<file path="src/rtl/xpt_cfg_pkg.sv">
package xpt_cfg_pkg;

    localparam int XPT_OUTS  = 16;
    localparam int XPT_SEL_W = 4;

    typedef enum logic {
        LOAD_SERIAL   = 1'b0,
        LOAD_PARALLEL = 1'b1
    } load_mode_e;

    typedef enum logic [1:0] {
        OP_IDLE   = 2'd0,
        OP_SHIFT  = 2'd1,
        OP_WRITE  = 2'd2,
        OP_UPDATE = 2'd3
    } chain_op_e;

    // Enable dominates, then update, then the load mode.
    function automatic chain_op_e pick_op(input logic ce_n, input logic upd_n,
                                          input load_mode_e mode);
        if (ce_n) begin
            return OP_IDLE;
        end
        if (!upd_n) begin
            return OP_UPDATE;
        end
        return (mode == LOAD_PARALLEL) ? OP_WRITE : OP_SHIFT;
    endfunction

endpackage

</file>
<file path="src/rtl/xpt_addr_dec.sv">
module xpt_addr_dec #(
    parameter int N_OUT  = 16,
    parameter int ADDR_W = 4
) (
    input  logic [ADDR_W-1:0] addr,
    input  logic              en,
    output logic [N_OUT-1:0]  hit
);

    genvar n;
    for (n = 0; n < N_OUT; n++) begin : g_line
        assign hit[n] = en && (addr == ADDR_W'(n));
    end

    // At most one entry may be targeted by a parallel write.
    always_comb begin
        p_dec_single_r4: assert ($countones(hit) ==
                                 ((en && (int'(addr) < N_OUT)) ? 1 : 0));
    end

endmodule

</file>
<file path="src/rtl/xpt_cfg_chain.sv">
module xpt_cfg_chain
    import xpt_cfg_pkg::*;
#(
    parameter int N_OUT   = 16,
    parameter int ENT_W   = 5,
    localparam int CHAIN_W = N_OUT * ENT_W
) (
    input  logic               clk,
    input  logic               rst_n,
    input  chain_op_e          op,
    input  logic               ser_in,
    input  logic [N_OUT-1:0]   wr_hit,
    input  logic [ENT_W-1:0]   wr_data,
    output logic [CHAIN_W-1:0] chain_q,
    output logic               ser_out
);

    typedef struct packed {
        logic [CHAIN_W-1:0] bits;
    } chain_t;

    chain_t             st_d;
    chain_t             st_q;
    logic [CHAIN_W-1:0] wr_image_d;

    // Per-entry write multiplexer.
    genvar e;
    for (e = 0; e < N_OUT; e++) begin : g_ent
        assign wr_image_d[e*ENT_W +: ENT_W] =
            wr_hit[e] ? wr_data : st_q.bits[e*ENT_W +: ENT_W];

        p_write_other_keep_r4: assert property (@(negedge clk) disable iff (!rst_n)
            (op == OP_WRITE && !wr_hit[e]) |=> $stable(chain_q[e*ENT_W +: ENT_W]));

        p_write_hit_load_r4: assert property (@(negedge clk) disable iff (!rst_n)
            (op == OP_WRITE && wr_hit[e]) |=> (chain_q[e*ENT_W +: ENT_W] == $past(wr_data)));
    end

    always_comb begin
        st_d = st_q;
        unique case (op)
            OP_SHIFT: st_d.bits = {st_q.bits[CHAIN_W-2:0], ser_in};
            OP_WRITE: st_d.bits = wr_image_d;
            default:  st_d      = st_q;
        endcase
    end

    // The chain has no reset: reset only acts on the output enables.
    always_ff @(negedge clk) begin
        st_q <= st_d;
    end

    assign chain_q = st_q.bits;
    assign ser_out = st_q.bits[CHAIN_W-1];

    p_idle_hold_r1: assert property (@(negedge clk) disable iff (!rst_n)
        (op == OP_IDLE) |=> $stable(chain_q));

    p_update_keeps_chain_r5: assert property (@(negedge clk) disable iff (!rst_n)
        (op == OP_UPDATE) |=> $stable(chain_q));

    p_shift_entry_r2: assert property (@(negedge clk) disable iff (!rst_n)
        (op == OP_SHIFT) |=> (chain_q[0] == $past(ser_in)) &&
                             (ser_out == $past(chain_q[CHAIN_W-2])));

endmodule

</file>
<file path="src/rtl/xpt_out_bank.sv">
module xpt_out_bank #(
    parameter int N_OUT   = 16,
    parameter int SEL_W   = 4,
    localparam int ENT_W   = SEL_W + 1,
    localparam int CHAIN_W = N_OUT * ENT_W,
    localparam int SELS_W  = N_OUT * SEL_W
) (
    input  logic               clk,
    input  logic               rst_n,
    input  logic               capture,
    input  logic [CHAIN_W-1:0] chain_q,
    output logic [SELS_W-1:0]  out_sel,
    output logic [N_OUT-1:0]   out_en
);

    typedef struct packed {
        logic [SELS_W-1:0] sel;
        logic [N_OUT-1:0]  en;
    } bank_t;

    bank_t             bank_d;
    logic [SELS_W-1:0] sel_q;
    logic [N_OUT-1:0]  en_q;
    logic [SELS_W-1:0] cap_sel;
    logic [N_OUT-1:0]  cap_en;

    // Split each chain entry into its select code and its enable.
    genvar n;
    for (n = 0; n < N_OUT; n++) begin : g_out
        assign cap_sel[n*SEL_W +: SEL_W] = chain_q[n*ENT_W +: SEL_W];
        assign cap_en[n]                 = chain_q[n*ENT_W + SEL_W];
    end

    always_comb begin
        bank_d.sel = sel_q;
        bank_d.en  = en_q;
        if (capture) begin
            bank_d.sel = cap_sel;
            bank_d.en  = cap_en;
        end
    end

    // The select codes are not reset.
    always_ff @(negedge clk) begin
        sel_q <= bank_d.sel;
    end

    // The enables are cleared asynchronously.
    always_ff @(negedge clk or negedge rst_n) begin
        if (!rst_n) begin
            en_q <= '0;
        end else begin
            en_q <= bank_d.en;
        end
    end

    assign out_sel = sel_q;
    assign out_en  = en_q;

    p_capture_r5: assert property (@(negedge clk) disable iff (!rst_n)
        capture |=> (out_sel == $past(cap_sel)) && (out_en == $past(cap_en)));

    p_hold_r6: assert property (@(negedge clk) disable iff (!rst_n)
        !capture |=> $stable(out_sel) && $stable(out_en));

    p_en_clear_after_reset_r7: assert property (@(negedge clk) disable iff (!rst_n)
        $rose(rst_n) |-> (out_en == '0));

endmodule

</file>
<file path="src/rtl/xpt_cfg_ctrl.sv">
module xpt_cfg_ctrl
    import xpt_cfg_pkg::*;
#(
    parameter int N_OUT  = XPT_OUTS,
    parameter int SEL_W  = XPT_SEL_W,
    localparam int ENT_W   = SEL_W + 1,
    localparam int ADDR_W  = (N_OUT > 1) ? $clog2(N_OUT) : 1,
    localparam int CHAIN_W = N_OUT * ENT_W,
    localparam int SELS_W  = N_OUT * SEL_W
) (
    input  logic              clk,
    input  logic              rst_n,
    input  logic              ce_n,
    input  logic              upd_n,
    input  logic              load_par,
    input  logic              ser_in,
    input  logic [ENT_W-1:0]  par_data,
    input  logic [ADDR_W-1:0] par_addr,
    output logic              ser_out,
    output logic [SELS_W-1:0] out_sel,
    output logic [N_OUT-1:0]  out_en
);

    chain_op_e          op;
    logic [N_OUT-1:0]   wr_hit;
    logic [CHAIN_W-1:0] chain_q;

    always_comb begin
        op = pick_op(ce_n, upd_n, load_mode_e'(load_par));
    end

    xpt_addr_dec #(
        .N_OUT  (N_OUT),
        .ADDR_W (ADDR_W)
    ) u_dec (
        .addr (par_addr),
        .en   (op == OP_WRITE),
        .hit  (wr_hit)
    );

    xpt_cfg_chain #(
        .N_OUT (N_OUT),
        .ENT_W (ENT_W)
    ) u_chain (
        .clk     (clk),
        .rst_n   (rst_n),
        .op      (op),
        .ser_in  (ser_in),
        .wr_hit  (wr_hit),
        .wr_data (par_data),
        .chain_q (chain_q),
        .ser_out (ser_out)
    );

    xpt_out_bank #(
        .N_OUT (N_OUT),
        .SEL_W (SEL_W)
    ) u_bank (
        .clk     (clk),
        .rst_n   (rst_n),
        .capture (op == OP_UPDATE),
        .chain_q (chain_q),
        .out_sel (out_sel),
        .out_en  (out_en)
    );

    p_frozen_outputs_r1: assert property (@(negedge clk) disable iff (!rst_n)
        ce_n |=> $stable(out_sel) && $stable(out_en) && $stable(ser_out));

endmodule

</file>
<file path="config.mk">
export PLATFORM = sky130hd
export DESIGN_NAME = xpt_cfg_ctrl
export DESIGN_NICKNAME = d
export VERILOG_FILES = /design/src/rtl/xpt_cfg_pkg.sv /design/src/rtl/xpt_addr_dec.sv /design/src/rtl/xpt_cfg_chain.sv /design/src/rtl/xpt_out_bank.sv /design/src/rtl/xpt_cfg_ctrl.sv
export SDC_FILE = /design/constraint.sdc
export NUM_CORES = 1
export LEC_CHECK = 0
export ABC_AREA = 1
export BUFFER_PORTS_ARGS = -buffer_cell sky130_fd_sc_hd__clkbuf_2
export CAP_MARGIN = 20
export CORE_MARGIN = 1
export CORE_UTILIZATION = 23
export CTS_BUF_LIST = sky130_fd_sc_hd__clkbuf_2
export DETAILED_ROUTE_END_ITERATION = 8
export MAX_ROUTING_LAYER = met4
export REMOVE_ABC_BUFFERS = 1
export SYNTH_ARGS = -nofsm -noshare
export SYNTH_HDL_FRONTEND = slang
export SYNTH_SLANG_ARGS = --single-unit
</file>
<file path="constraint.sdc">
create_clock -name clk -period 1.4 [get_ports clk]
set_clock_uncertainty 0.1 [all_clocks]
set_input_delay 0.07 -clock clk [delete_from_list [all_inputs] [get_ports clk]]
set_output_delay 0.07 -clock clk [all_outputs]
set_load 0.02 [all_outputs]
</file>
==> qor_table.md, run 1 <==
| Quantity | Value | Unit |
|:---|:---|:---|
| Highest cell delay on the worst timing path | 440 | ps |
| Clk Tree Root Cell | sky130_fd_sc_hd__clkbuf_2 | - |
| Violated checks | setup timing | - |
| Buffers added on ports | 95 | - |
| Post-synthesis area per instance | 12.9 | sq um |
| Setup Fix Bufs, Post-CTS | 0 | - |
| Final total negative setup slack | -56150 | ps |
| Skew-Pair Late Insertion Delay | 720 | ps |
| Number of library cell types mapped by synthesis | 16 | - |
| Die outline width | 163 | um |
| Worst voltage drop across the vdd grid | 0.566 | mV |
| Pin count of the biggest net entering global routing | 45 | - |
| Routed Antenna Nets | 0 | - |
| Number of max-slew violations in the final report | 0 | - |
| Initial Util | 0.236 | - |
| CTS clock-pin slew for the worst setup and hold paths | 60 | ps |
| Number of nets in the layout | 731 | - |
| Aggregate global-route resource usage | 0.122 | - |
| Dominant synthesized flop cell | sky130_fd_sc_hd__edfxtp_1 | - |
| Maximum fanout along the worst path | 1 | - |
| Total of warnings raised by yosys | 0 | - |
| Vias | 4268 | - |
| Worst hold-check slack | 277 | ps |
| Transition at the pin with the smallest max-transition slack | 482 | ps |
| First-pass iteration count of the detailed router | 5 | - |
| Vias in the first global route | 4264 | - |
| Power density over the cells | 1270 | nW/um^2 |
| Post-detailed-routing wire length | 15200 | um |
| Ports | 96 | - |
| Overflow after GRT | 0 | - |
| HPWL after detailed placement | 9800 | um |
| Placement row count | 58 | - |
| Vias/cell | 4.02 | - |
| Post-Place Cell Area | 6960 | sq um |
| Wirelength per Cell | 14.4 | um |
| #FFs+latches synth | 160 | - |
| Data required time of the critical path | 1230 | ps |
| Cell Chain, Critical Path | buf_6 | - |
| Static leakage power | 4.04 | nW |
| Antenna violations before repair | 3 | - |
| DIE HEIGHT | 163 | um |
| Layout cell share with drive strength beyond 1 | 0.203 | - |
| Worst path buffer plus inverter count | 1 | - |
| Worst EP arrival | 2010 | ps |
| Clock sink count | 160 | - |
| Launching element type of the critical path | flop | - |
| Deepest clock path buffer count | 2 | - |
| Async S/R FF share, synth | 0.100 | - |
| Post-placement setup slack | -611 | ps |
| CTS H-tree lvls | 4 | - |
| Post-layout worst setup margin | -780 | ps |
| Total non-filler cell area in the finished layout | 8140 | sq um |
| Final hold vios | 0 | - |
| Cells taking the most area after synthesis | sky130_fd_sc_hd__edfxtp_1 72%, sky130_fd_sc_hd__nand2_1 15%, sky130_fd_sc_hd__dfrtn_1 6.7% | - |
| Number of filler instances in the final layout | 2613 | - |
| Gpl congestion | 0.791 | - |
| Cell class contributing the biggest share of worst-path delay | flip-flops | - |
| CP endpoint kind | output pin | - |
| Setup repair after global routing missed its margin | true | - |
| Violation count after the first detailed-routing iteration | 282 | - |
| Fin util | 0.321 | - |
| Synthesized instance count | 461 | - |
| Portion of the post-synthesis area used by sequential elements | 0.792 | - |
| Cell taking the most area after synthesis | sky130_fd_sc_hd__edfxtp_1 | - |
| Most common cell after layout, fill and taps aside | sky130_fd_sc_hd__nand2_1 | - |
| TritonCTS clock tree | built | - |
| DRC Markers | 0 | - |
| Slowest CP cell | sky130_fd_sc_hd__edfxtp_1 | - |
| Highest-count cells in the layout ignoring fill and taps | 232 x sky130_fd_sc_hd__nand2_1, 149 x sky130_fd_sc_hd__inv_1, 144 x sky130_fd_sc_hd__edfxtp_1, 47 x sky130_fd_sc_hd__buf_6, 34 x sky130_fd_sc_hd__clkbuf_2 | - |
| Number of violations of the max-capacitance limit | 0 | - |
| Max-slew headroom at the worst pin | 0.679 | - |
| Top cell type's share of synthesized area | 0.725 | - |
| CTS Buf Count | 17 | - |
| Number of enable flip-flop cells after synthesis | 144 | - |
| Worst min-delay path class | input pin to flop | - |
| Overall die area | 26600 | sq um |
| Post-synthesis instance area | 5970 | sq um |
| CP Class | flop to output pin | - |
| Status | finished, violations left | - |
| Core region area | 25300 | sq um |
| Number of failing setup endpoints in the final timing report | 81 | - |
| Wire length of the first global-routing pass | 23200 | um |
| Area Growth Syn to Fin | 36.4 | % |
-- final timing paths --
| check | startpoint | end | slack, ps | cells past startpoint |
|---|---|---|---|---|
| worst max-delay path | u_bank.out_sel[11]$_DFFE_NN_ | out_sel[11] | -780 | 1 |
| worst min-delay path | ser_in | u_chain.chain_q[0]$_DFFE_NP_ | 280 | 3 |
| worst max register to register | u_chain.chain_q[12]$_DFFE_NP_ | u_chain.chain_q[13]$_DFFE_NP_ | 420 | 2 |
| worst min register to register | u_chain.chain_q[19]$_DFFE_NP_ | u_bank.out_en[3]$_DFFE_NN0N_ | 300 | 2 |
| max in group asynchronous | rst_n | u_bank.out_en[9]$_DFFE_NN0N_ | 440 | 2 |
| min in group asynchronous | rst_n | u_bank.out_en[11]$_DFFE_NN0N_ | 380 | 2 |
-- per-layer routing --
metal | GRT usage | share of wire
met3 | 0.0546 | 0.084
met4 | 0.0387 | 0.0056
met2 | 0.165 | 0.43
met1 | 0.160 | 0.48
met5 | - | 0
-- timing repair --
| action | in CTS | in global routing |
|---|---|---|
| hold endpoints to repair | 16 | 0 |
| endpoints found under the setup margin | 81 | 81 |
| hold buffers | 1 | 0 |
| resized for setup | 28 | 167 |
-- stage by stage --
stage          instances  power, mW
2_1_floorplan        440       6.62
3_3_place_gp         883       6.97
3_5_place_dp         883       6.98
4_1_cts             1058       10.4
5_1_grt             1061       11.1
6_report            1061       10.3
-- flip-flops by register name, indices dropped and copies added (netlist names) --
signal	cells
u_chain.chain_q	80
u_bank.out_en	16
u_bank.out_sel	64
-- synth_stat cells, types with 2 or more instances --
cell type and instances:
sky130_fd_sc_hd__clkbuf_1 10, sky130_fd_sc_hd__buf_2 4, sky130_fd_sc_hd__buf_4 3, sky130_fd_sc_hd__dfrtn_1 16, sky130_fd_sc_hd__nor2_1 17, sky130_fd_sc_hd__nand2_1 232, sky130_fd_sc_hd__o21ai_0 17, sky130_fd_sc_hd__edfxtp_1 144
sky130_fd_sc_hd__nand2_4 3, sky130_fd_sc_hd__buf_6 4, sky130_fd_sc_hd__inv_1 5, sky130_fd_sc_hd__inv_2 2
-- final cells by class --
class / instances / area, sq um / area share
Antenna cell: 3 / 7.51 / 0.000923
Clock buffer: 18 / 90.1 / 0.0111
Clock inverter: 157 / 632 / 0.0776
Inverter: 6 / 22.5 / 0.00277
Multi-Input combinational cell: 273 / 1100 / 0.135
Sequential cell: 160 / 4720 / 0.581
Tap cell: 330 / 413 / 0.0507
Timing Repair Buffer: 114 / 1150 / 0.142
-- worst min-delay path, cell delays in order --
cell                       delay, ps
sky130_fd_sc_hd__clkbuf_2         90
sky130_fd_sc_hd__nand2_1          50
sky130_fd_sc_hd__nand2_1          60
-- where the power goes --
part | switching [mW] | internal (mW)
combinational | 0.521 | 0.360
sequential | 0.113 | 5.43
clock | 2.73 | 1.14
-- kinds of logic after synthesis --
group                  after synthesis  share of synthesized area
DFF                                160                      0.792
AOI/OAI and AO/OA                   17                     0.0143
and+or+nand+nor                    256                      0.169
buffers and inverters               28                     0.0254
No activity file was read; power rests on OpenSTA's default activity.
==> run 2: changes to the inputs <==
--- a/config.mk
+++ b/config.mk
@@ -8,7 +8,7 @@
 export ABC_AREA = 1
 export BUFFER_PORTS_ARGS = -buffer_cell sky130_fd_sc_hd__clkbuf_2
 export CAP_MARGIN = 20
-export CORE_MARGIN = 1
+export CORE_MARGIN = 3
 export CORE_UTILIZATION = 23
 export CTS_BUF_LIST = sky130_fd_sc_hd__clkbuf_2
 export DETAILED_ROUTE_END_ITERATION = 8
@@ -16,4 +16,5 @@
 export REMOVE_ABC_BUFFERS = 1
 export SYNTH_ARGS = -nofsm -noshare
 export SYNTH_HDL_FRONTEND = slang
+export SYNTH_HIERARCHICAL = 1
 export SYNTH_SLANG_ARGS = --single-unit
==> qor_table.md, run 2 <==
| Quantity | Value | Unit | Delta |
|:---|:---|:---|:---|
| Status | finished, violations left | - | unchanged |
| Violated checks | setup timing | - | unchanged |
| DRC Markers | 0 | - | unchanged |
| Number of violations of the max-capacitance limit | 0 | - | unchanged |
| Max FFs per register | 80 | - | unchanged |
| Number of library cell types mapped by synthesis | 17 | - | was 16 |
| Highest-count cells in the layout ignoring fill and taps | 211 x sky130_fd_sc_hd__nand2_1, 149 x sky130_fd_sc_hd__inv_1, 144 x sky130_fd_sc_hd__edfxtp_1, 57 x sky130_fd_sc_hd__buf_6, 42 x sky130_fd_sc_hd__buf_4 | - | was 232 x sky130_fd_sc_hd__nand2_1, 149 x sky130_fd_sc_hd__inv_1, 144 x sky130_fd_sc_hd__edfxtp_1, 47 x sky130_fd_sc_hd__buf_6, 34 x sky130_fd_sc_hd__clkbuf_2 |
| Most common cell after layout, fill and taps aside | sky130_fd_sc_hd__nand2_1 | - | unchanged |
| Register cell area after layout | 4720 | sq um | unchanged |
| Max-slew headroom at the worst pin | 0.673 | - | was 0.679 |
| Buffers added on ports | 95 | - | unchanged |
| Number of nets in the layout | 772 | - | was 731 |
| Setup repair after global routing missed its margin | true | - | unchanged |
| CTS H-tree lvls | 4 | - | unchanged |
| Data required time of the critical path | 1230 | ps | about the same |
| TritonCTS clock tree | built | - | unchanged |
| Skew-Pair Late Insertion Delay | 730 | ps | was 720 ps |
| Antenna violations before repair | 1 | - | was 3 |
| Slowest CP cell | sky130_fd_sc_hd__edfxtp_1 | - | unchanged |
| Deepest clock path buffer count | 2 | - | unchanged |
| Worst Hold Launch | ser_in | - | unchanged |
| Vias/cell | 3.98 | - | was 4.02 |
| Post-layout worst setup margin | -811 | ps | was -780 ps |
| Transition at the pin with the smallest max-transition slack | 490 | ps | was 482 ps |
| Area Growth Syn to Fin | 42.1 | % | was 36.4% |
| Area of the multi-input gates | 1230 | sq um | was 1100 sq um |
| Ports | 96 | - | unchanged |
| Depth of the worst register-to-register path | 4 | - | was 2 |
| Non-filler instance count after layout | 1101 | - | was 1061 |
| Aggregate global-route resource usage | 0.115 | - | was 0.122 |
| Layout cell share with drive strength beyond 1 | 0.275 | - | was 0.203 |
| Highest cell delay on the worst timing path | 430 | ps | was 440 ps |
| Gpl congestion | 0.836 | - | was 0.791 |
| Total non-filler cell area in the finished layout | 8640 | sq um | was 8140 sq um |
| Total of warnings raised by yosys | 6 | - | was 0 |
| Worst voltage drop across the vdd grid | 0.438 | mV | was 0.566 mV |
| Commonest cells post-synth | 228 x sky130_fd_sc_hd__nand2_1, 144 x sky130_fd_sc_hd__edfxtp_1, 23 x sky130_fd_sc_hd__nand3_1, 17 x sky130_fd_sc_hd__nor2_1, 16 x sky130_fd_sc_hd__dfrtn_1 | - | was 232 x sky130_fd_sc_hd__nand2_1, 144 x sky130_fd_sc_hd__edfxtp_1, 17 x sky130_fd_sc_hd__nor2_1, 17 x sky130_fd_sc_hd__o21ai_0, 16 x sky130_fd_sc_hd__dfrtn_1 |
| Worst hold-check slack | 236 | ps | was 277 ps |
| Launch instance of the worst register-to-register path | u_bank/out_en[8]$_DFFE_NN0P_ | - | was u_chain.chain_q[12]$_DFFE_NP_ |
| Number of failing setup endpoints in the final timing report | 137 | - | was 81 |
| First-pass iteration count of the detailed router | 5 | - | unchanged |
| Worst min-delay path class | input pin to flop | - | unchanged |
| CP Class | flop to output pin | - | unchanged |
| Wirelength per Cell | 14.2 | um | was 14.4 um |
| Final hold vios | 0 | - | unchanged |
| Dominant synthesized flop cell | sky130_fd_sc_hd__edfxtp_1 | - | unchanged |
| Vias in the first global route | 4451 | - | was 4264 |
| Worst path buffer plus inverter count | 1 | - | unchanged |
| Cell class contributing the biggest share of worst-path delay | flip-flops | - | unchanged |
| Number of max-slew violations in the final report | 0 | - | unchanged |
| Placement row count | 58 | - | unchanged |
| Fin util | 0.338 | - | was 0.321 |
| Vias | 4385 | - | was 4268 |
| CP endpoint kind | output pin | - | unchanged |
| Number of filler instances in the final layout | 2619 | - | was 2613 |
| Violation count after the first detailed-routing iteration | 359 | - | was 282 |
| #FFs+latches synth | 160 | - | unchanged |
| Synthesized instance count | 472 | - | was 461 |
| Overall die area | 28400 | sq um | was 26600 sq um |
| Stages on the worst setup path | 1 | - | unchanged |
| CTS clock-pin slew for the worst setup and hold paths | 70 | ps | was 60 ps |
| Cell taking the most area after synthesis | sky130_fd_sc_hd__edfxtp_1 | - | unchanged |
| Hold path endpoint | u_chain/chain_q[0]$_DFFE_NP_ | - | was u_chain.chain_q[0]$_DFFE_NP_ |
| HPWL after detailed placement | 10700 | um | was 9800 um |
| Launching element type of the critical path | flop | - | unchanged |
| Post-detailed-routing wire length | 15600 | um | was 15200 um |
| Clk Tree Root Cell | sky130_fd_sc_hd__clkbuf_2 | - | unchanged |
| Post-synthesis instance area | 6080 | sq um | was 5970 sq um |
| CTS Buf Count | 17 | - | unchanged |
| Async S/R FF share, synth | 0.100 | - | unchanged |
| Overflow after GRT | 0 | - | unchanged |
| Top cell type's share of synthesized area | 0.711 | - | was 0.725 |
| Routed Antenna Nets | 0 | - | unchanged |
| Initial Util | 0.238 | - | was 0.236 |
| Static leakage power | 4.24 | nW | was 4.04 nW |
| Post-placement cell count | 914 | - | was 883 |
| Post-Place Cell Area | 7210 | sq um | was 6960 sq um |
| Maximum fanout along the worst path | 1 | - | unchanged |
| Portion of the post-synthesis area used by sequential elements | 0.777 | - | was 0.792 |
| Hold path depth | 3 | - | unchanged |
| Clock sink count | 160 | - | unchanged |
| Capture point of the worst reg-to-reg path | u_bank/out_en[8]$_DFFE_NN0P_ | - | was u_chain.chain_q[13]$_DFFE_NP_ |
| Number of enable flip-flop cells after synthesis | 144 | - | unchanged |
| Die outline width | 169 | um | was 163 um |
| Post-synthesis area per instance | 12.9 | sq um | about the same |
| Power density over the cells | 1280 | nW/um^2 | was 1270 nW/um^2 |
| DIE HEIGHT | 169 | um | was 163 um |
| Register-to-register setup slack | 450 | ps | was 420 ps |
| Core region area | 25500 | sq um | was 25300 sq um |
| Cell Chain, Critical Path | buf_6 | - | unchanged |
| Worst EP arrival | 2040 | ps | was 2010 ps |
| Pin count of the biggest net entering global routing | 51 | - | was 45 |
| Wire length of the first global-routing pass | 23900 | um | was 23200 um |
| Most common cell in the synthesized netlist | sky130_fd_sc_hd__nand2_1 | - | unchanged |
| Cells taking the most area after synthesis | sky130_fd_sc_hd__edfxtp_1 71%, sky130_fd_sc_hd__nand2_1 14%, sky130_fd_sc_hd__dfrtn_1 6.6% | - | was sky130_fd_sc_hd__edfxtp_1 72%, sky130_fd_sc_hd__nand2_1 15%, sky130_fd_sc_hd__dfrtn_1 6.7% |
-- run 2: cell count changes after synthesis, sizes merged --
cell    change
a21oi       +2
nand3b      -1
o21ai      -17
clkbuf     -10
buf        +11
nand3      +25
inv         +3
nand2       -2
-- run 2: worst max-delay path by stage --
stage,from,to,slack [ps]
6_report,u_bank/out_sel[28]$_DFFE_NP_,out_sel[28],-810
5_1_grt,u_bank/out_sel[28]$_DFFE_NP_,out_sel[28],-950
4_1_cts,u_bank/out_sel[24]$_DFFE_NP_,out_sel[24],-890
3_5_place_dp,load_par,u_chain/chain_q[24]$_DFFE_NP_,-880
3_3_place_gp,load_par,u_chain/chain_q[64]$_DFFE_NP_,-850
2_1_floorplan,upd_n,u_bank/out_en[0]$_DFFE_NN0P_,-3320
-- run 2: cell families after synthesis --
logic type	synth area share
flops	0.777
simple gates	0.187
compound gates	0.00165
buf+inv	0.0344
-- run 2: metal layers --
layer | track usage | part of all wire | vias to the layer above
met1 | 0.138 | 0.44 | 2077
met4 | 0.0480 | 0.014 | 0
met2 | 0.172 | 0.48 | 136
met5 | - | 0 | -
met3 | 0.0460 | 0.071 | 18
li1 | - | - | 2154
-- run 2: layout make-up --
type                       instances  share of cell area
clock inverter                   159              0.0784
sequential                       160               0.547
clock buffer                      17             0.00985
inverter                           8             0.00406
multi-input combinational        280               0.142
antenna                            1            0.000290
timing repair buffer             146               0.171
tap                              330              0.0478
-- run 2: power by group --
group	total, mW	internal, mW	switching [mW]
registers	5.74	5.57	0.168
logic	1.27	0.566	0.704
clock network	4.03	1.23	2.80
-- run 2: timing repair --
item	CTS	global route
endpoints found under the setup margin	190	130
resized for setup	40	203
hold buffers	1	0
pin swaps	0	1
setup buffers	8	3
hold endpoints to repair	16	0
-- run 2: stage by stage --
| stage | setup TNS [ps] | setup slack, ps | power [mW] |
|---|---|---|---|
| 5_1_grt | -69590 | -948 | 12.0 |
| 4_1_cts | -65730 | -887 | 11.1 |
| 3_5_place_dp | -180970 | -880 | 7.47 |
| 6_report | -60310 | -811 | 11.0 |
| 2_1_floorplan | -586270 | -3320 | 6.96 |
| 3_3_place_gp | -178370 | -853 | 7.45 |
==> run 3: changes to the inputs <==
==> constraint.sdc (replaced) <==
create_clock -name clk -period 1.4 [get_ports clk]
set_clock_uncertainty 0.1 [all_clocks]
set_input_delay 0.21 -clock clk [delete_from_list [all_inputs] [get_ports clk]]
set_output_delay 0.21 -clock clk [all_outputs]
set_load 0.02 [all_outputs]
==> qor_table.md, run 3 (synthesis gave the netlist of run 2 again) <==
| Quantity | Value | Unit | Delta |
|:---|:---|:---|:---|
| Wire length of the first global-routing pass | 30900 | um | was 23900 um |
| Ports | 96 | - | unchanged |
| HPWL after detailed placement | 10800 | um | was 10700 um |
| Slowest CP cell | sky130_fd_sc_hd__dfrtn_1 | - | was sky130_fd_sc_hd__edfxtp_1 |
| Wirelength per Cell | 18.9 | um | was 14.2 um |
| Depth of the worst register-to-register path | 2 | - | was 4 |
| Initial Util | 0.238 | - | unchanged |
| Buffers added on ports | 95 | - | unchanged |
| CP endpoint kind | output pin | - | unchanged |
| First-pass iteration count of the detailed router | 5 | - | unchanged |
| Overflow after GRT | 0 | - | unchanged |
| Violated checks | setup timing | - | unchanged |
| Post-placement cell count | 914 | - | unchanged |
| Aggregate global-route resource usage | 0.151 | - | was 0.115 |
| Share of power burned in registers | 0.459 | - | was 0.520 |
| Non-filler instance count after layout | 1150 | - | was 1101 |
| Area Growth Syn to Fin | 80.0 | % | was 42.1% |
| Number of nets in the layout | 819 | - | was 772 |
| Routed Antenna Nets | 0 | - | unchanged |
| Pin count of the biggest net entering global routing | 24 | - | was 51 |
| Data required time of the critical path | 1090 | ps | was 1230 ps |
| Maximum fanout along the worst path | 2 | - | was 1 |
| Final total negative setup slack | -111620 | ps | was -60310 ps |
| Fin util | 0.428 | - | was 0.338 |
| Power density over the cells | 1150 | nW/um^2 | was 1280 nW/um^2 |
| Cell Chain, Critical Path | clkbuf_8 | - | was buf_6 |
| TritonCTS clock tree | built | - | unchanged |
| NetSw | 4.42 | mW | was 3.68 mW |
| CTS Buf Count | 17 | - | unchanged |
| Most common cell after layout, fill and taps aside | sky130_fd_sc_hd__inv_1 | - | was sky130_fd_sc_hd__nand2_1 |
| Transition at the pin with the smallest max-transition slack | 480 | ps | was 490 ps |
| Highest-count cells in the layout ignoring fill and taps | 146 x sky130_fd_sc_hd__inv_1, 144 x sky130_fd_sc_hd__edfxtp_1, 92 x sky130_fd_sc_hd__nand2_2, 82 x sky130_fd_sc_hd__buf_6, 70 x sky130_fd_sc_hd__nand2_1 | - | was 211 x sky130_fd_sc_hd__nand2_1, 149 x sky130_fd_sc_hd__inv_1, 144 x sky130_fd_sc_hd__edfxtp_1, 57 x sky130_fd_sc_hd__buf_6, 42 x sky130_fd_sc_hd__buf_4 |
| Worst EP arrival | 2070 | ps | was 2040 ps |
| Net switching share of the total power | 0.350 | - | was 0.333 |
| Post-layout worst setup margin | -976 | ps | was -811 ps |
| Worst voltage drop across the vdd grid | 0.491 | mV | was 0.438 mV |
| Cell class contributing the biggest share of worst-path delay | flip-flops | - | unchanged |
| Max FFs per register | 80 | - | unchanged |
| Vias in the first global route | 5246 | - | was 4451 |
| Setup repair after global routing missed its margin | true | - | unchanged |
| Number of failing setup endpoints in the final timing report | 321 | - | was 137 |
| Max-slew headroom at the worst pin | 0.680 | - | was 0.673 |
| Comb power frac | 0.167 | - | was 0.115 |
| Violation count after the first detailed-routing iteration | 388 | - | was 359 |
| Post-placement setup slack | -1010 | ps | was -880 ps |
| Overall power | 12.6 | mW | was 11.0 mW |
| Number of violations of the max-capacitance limit | 0 | - | unchanged |
| Die outline width | 169 | um | unchanged |
| Register-to-register setup slack | 380 | ps | was 450 ps |
| CTS H-tree lvls | 4 | - | unchanged |
| Share of total power in the clock network | 0.374 | - | was 0.365 |
| Antenna violations before repair | 3 | - | was 1 |
| Launch instance of the worst register-to-register path | u_chain/chain_q[29]$_DFFE_NP_ | - | was u_bank/out_en[8]$_DFFE_NN0P_ |
| CP Class | flop to output pin | - | unchanged |
| CTS clock-pin slew for the worst setup and hold paths | 170 | ps | was 70 ps |
| Design internal power | 8.22 | mW | was 7.37 mW |
| DIE HEIGHT | 169 | um | unchanged |
| Gpl congestion | 0.836 | - | about the same |
| Worst min-delay path class | flop to flop | - | was input pin to flop |
| Worst setup path startpoint | u_bank/out_en[0]$_DFFE_NN0P_ | - | was u_bank/out_sel[28]$_DFFE_NP_ |
| Worst path buffer plus inverter count | 1 | - | unchanged |
| Core region area | 25500 | sq um | unchanged |
| Highest cell delay on the worst timing path | 550 | ps | was 430 ps |
| Hold path depth | 2 | - | was 3 |
| DRC Markers | 0 | - | unchanged |
| Skew-Pair Late Insertion Delay | 740 | ps | was 730 ps |
| Status | finished, violations left | - | unchanged |
| Deepest clock path buffer count | 2 | - | unchanged |
| Clk Tree Root Cell | sky130_fd_sc_hd__clkbuf_2 | - | unchanged |
| Final hold vios | 0 | - | unchanged |
| Layout cell share with drive strength beyond 1 | 0.539 | - | was 0.275 |
| Overall die area | 28400 | sq um | unchanged |
| Vias | 5083 | - | was 4385 |
| Stages on the worst setup path | 1 | - | unchanged |
| Worst Hold Launch | u_chain/chain_q[4]$_DFFE_NP_ | - | was ser_in |
| Clock sink count | 160 | - | unchanged |
| Number of max-slew violations in the final report | 0 | - | unchanged |
| Placement row count | 58 | - | unchanged |
| Vias/cell | 4.42 | - | was 3.98 |
| Post-detailed-routing wire length | 21800 | um | was 15600 um |
| Static leakage power | 4.94 | nW | was 4.24 nW |
| Launching element type of the critical path | flop | - | unchanged |
[run 3: changes by cell type in the layout (fill, tap and decap cells not counted), sizes merged, moves of 2 or more]
cell      delta
nand3        +3
nand2        +2
diode        +2
bufinv       +2
buf         +38
clkbuf       +2
clkinvlp     -2
[run 3: final cells by class]
| class | instances | area, sq um |
|---|---|---|
| antenna | 3 | 7.51 |
| clock buffer | 17 | 85.1 |
| clock inverter | 159 | 748 |
| fill | 2282 | 14600 |
| inverter | 8 | 63.8 |
| multi-input combinational | 285 | 2510 |
| sequential | 160 | 4720 |
| tap | 330 | 413 |
| timing repair buffer | 186 | 2360 |
| timing repair inverter | 2 | 28.8 |
[run 3: final timing paths]
check | end
hold reg to reg | u_bank/out_en[0]$_DFFE_NN0P_
min in group asynchronous | u_bank/out_en[7]$_DFFE_NN0P_
hold / removal | u_bank/out_en[0]$_DFFE_NN0P_
max in group asynchronous | u_bank/out_en[1]$_DFFE_NN0P_
setup / recovery | out_en[0]
setup reg to reg | u_chain/chain_q[30]$_DFFE_NP_
[run 3: per-layer routing]
metal	global-route usage	vias to the layer above	routed length [um]
met4	0.0744	0	720
met5	-	-	0
met3	0.0518	59	1440
met1	0.169	2489	8610
met2	0.240	245	11000
li1	-	2290	-
[run 3: timing repair]
action	4_1_cts	5_1_grt
pin swaps	49	28
gates resized for setup	300	355
gates cloned	19	3
hold endpoints to repair	16	0
endpoints found under the setup margin	248	296
hold buffers	1	0
buffers inserted	35	20
[run 3: per-stage QoR]
stage,hold WS (ps),area (sq um)
after detailed placement,264,7210
after floorplan,244,5910
final,366,10900
after global placement,254,7210
after global routing,298,10900
after CTS,288,9950
[run 3: power groups by stage]
stage               clock network (mW)  logic [mW]  registers (mW)
finish                            4.72        2.11            5.80
global route                      5.41        2.21            5.83
CTS                               4.73        1.76            5.75
detailed placement               0.621        1.03            5.82
global placement                 0.621        1.01            5.82
floorplan                        0.621       0.386            5.95
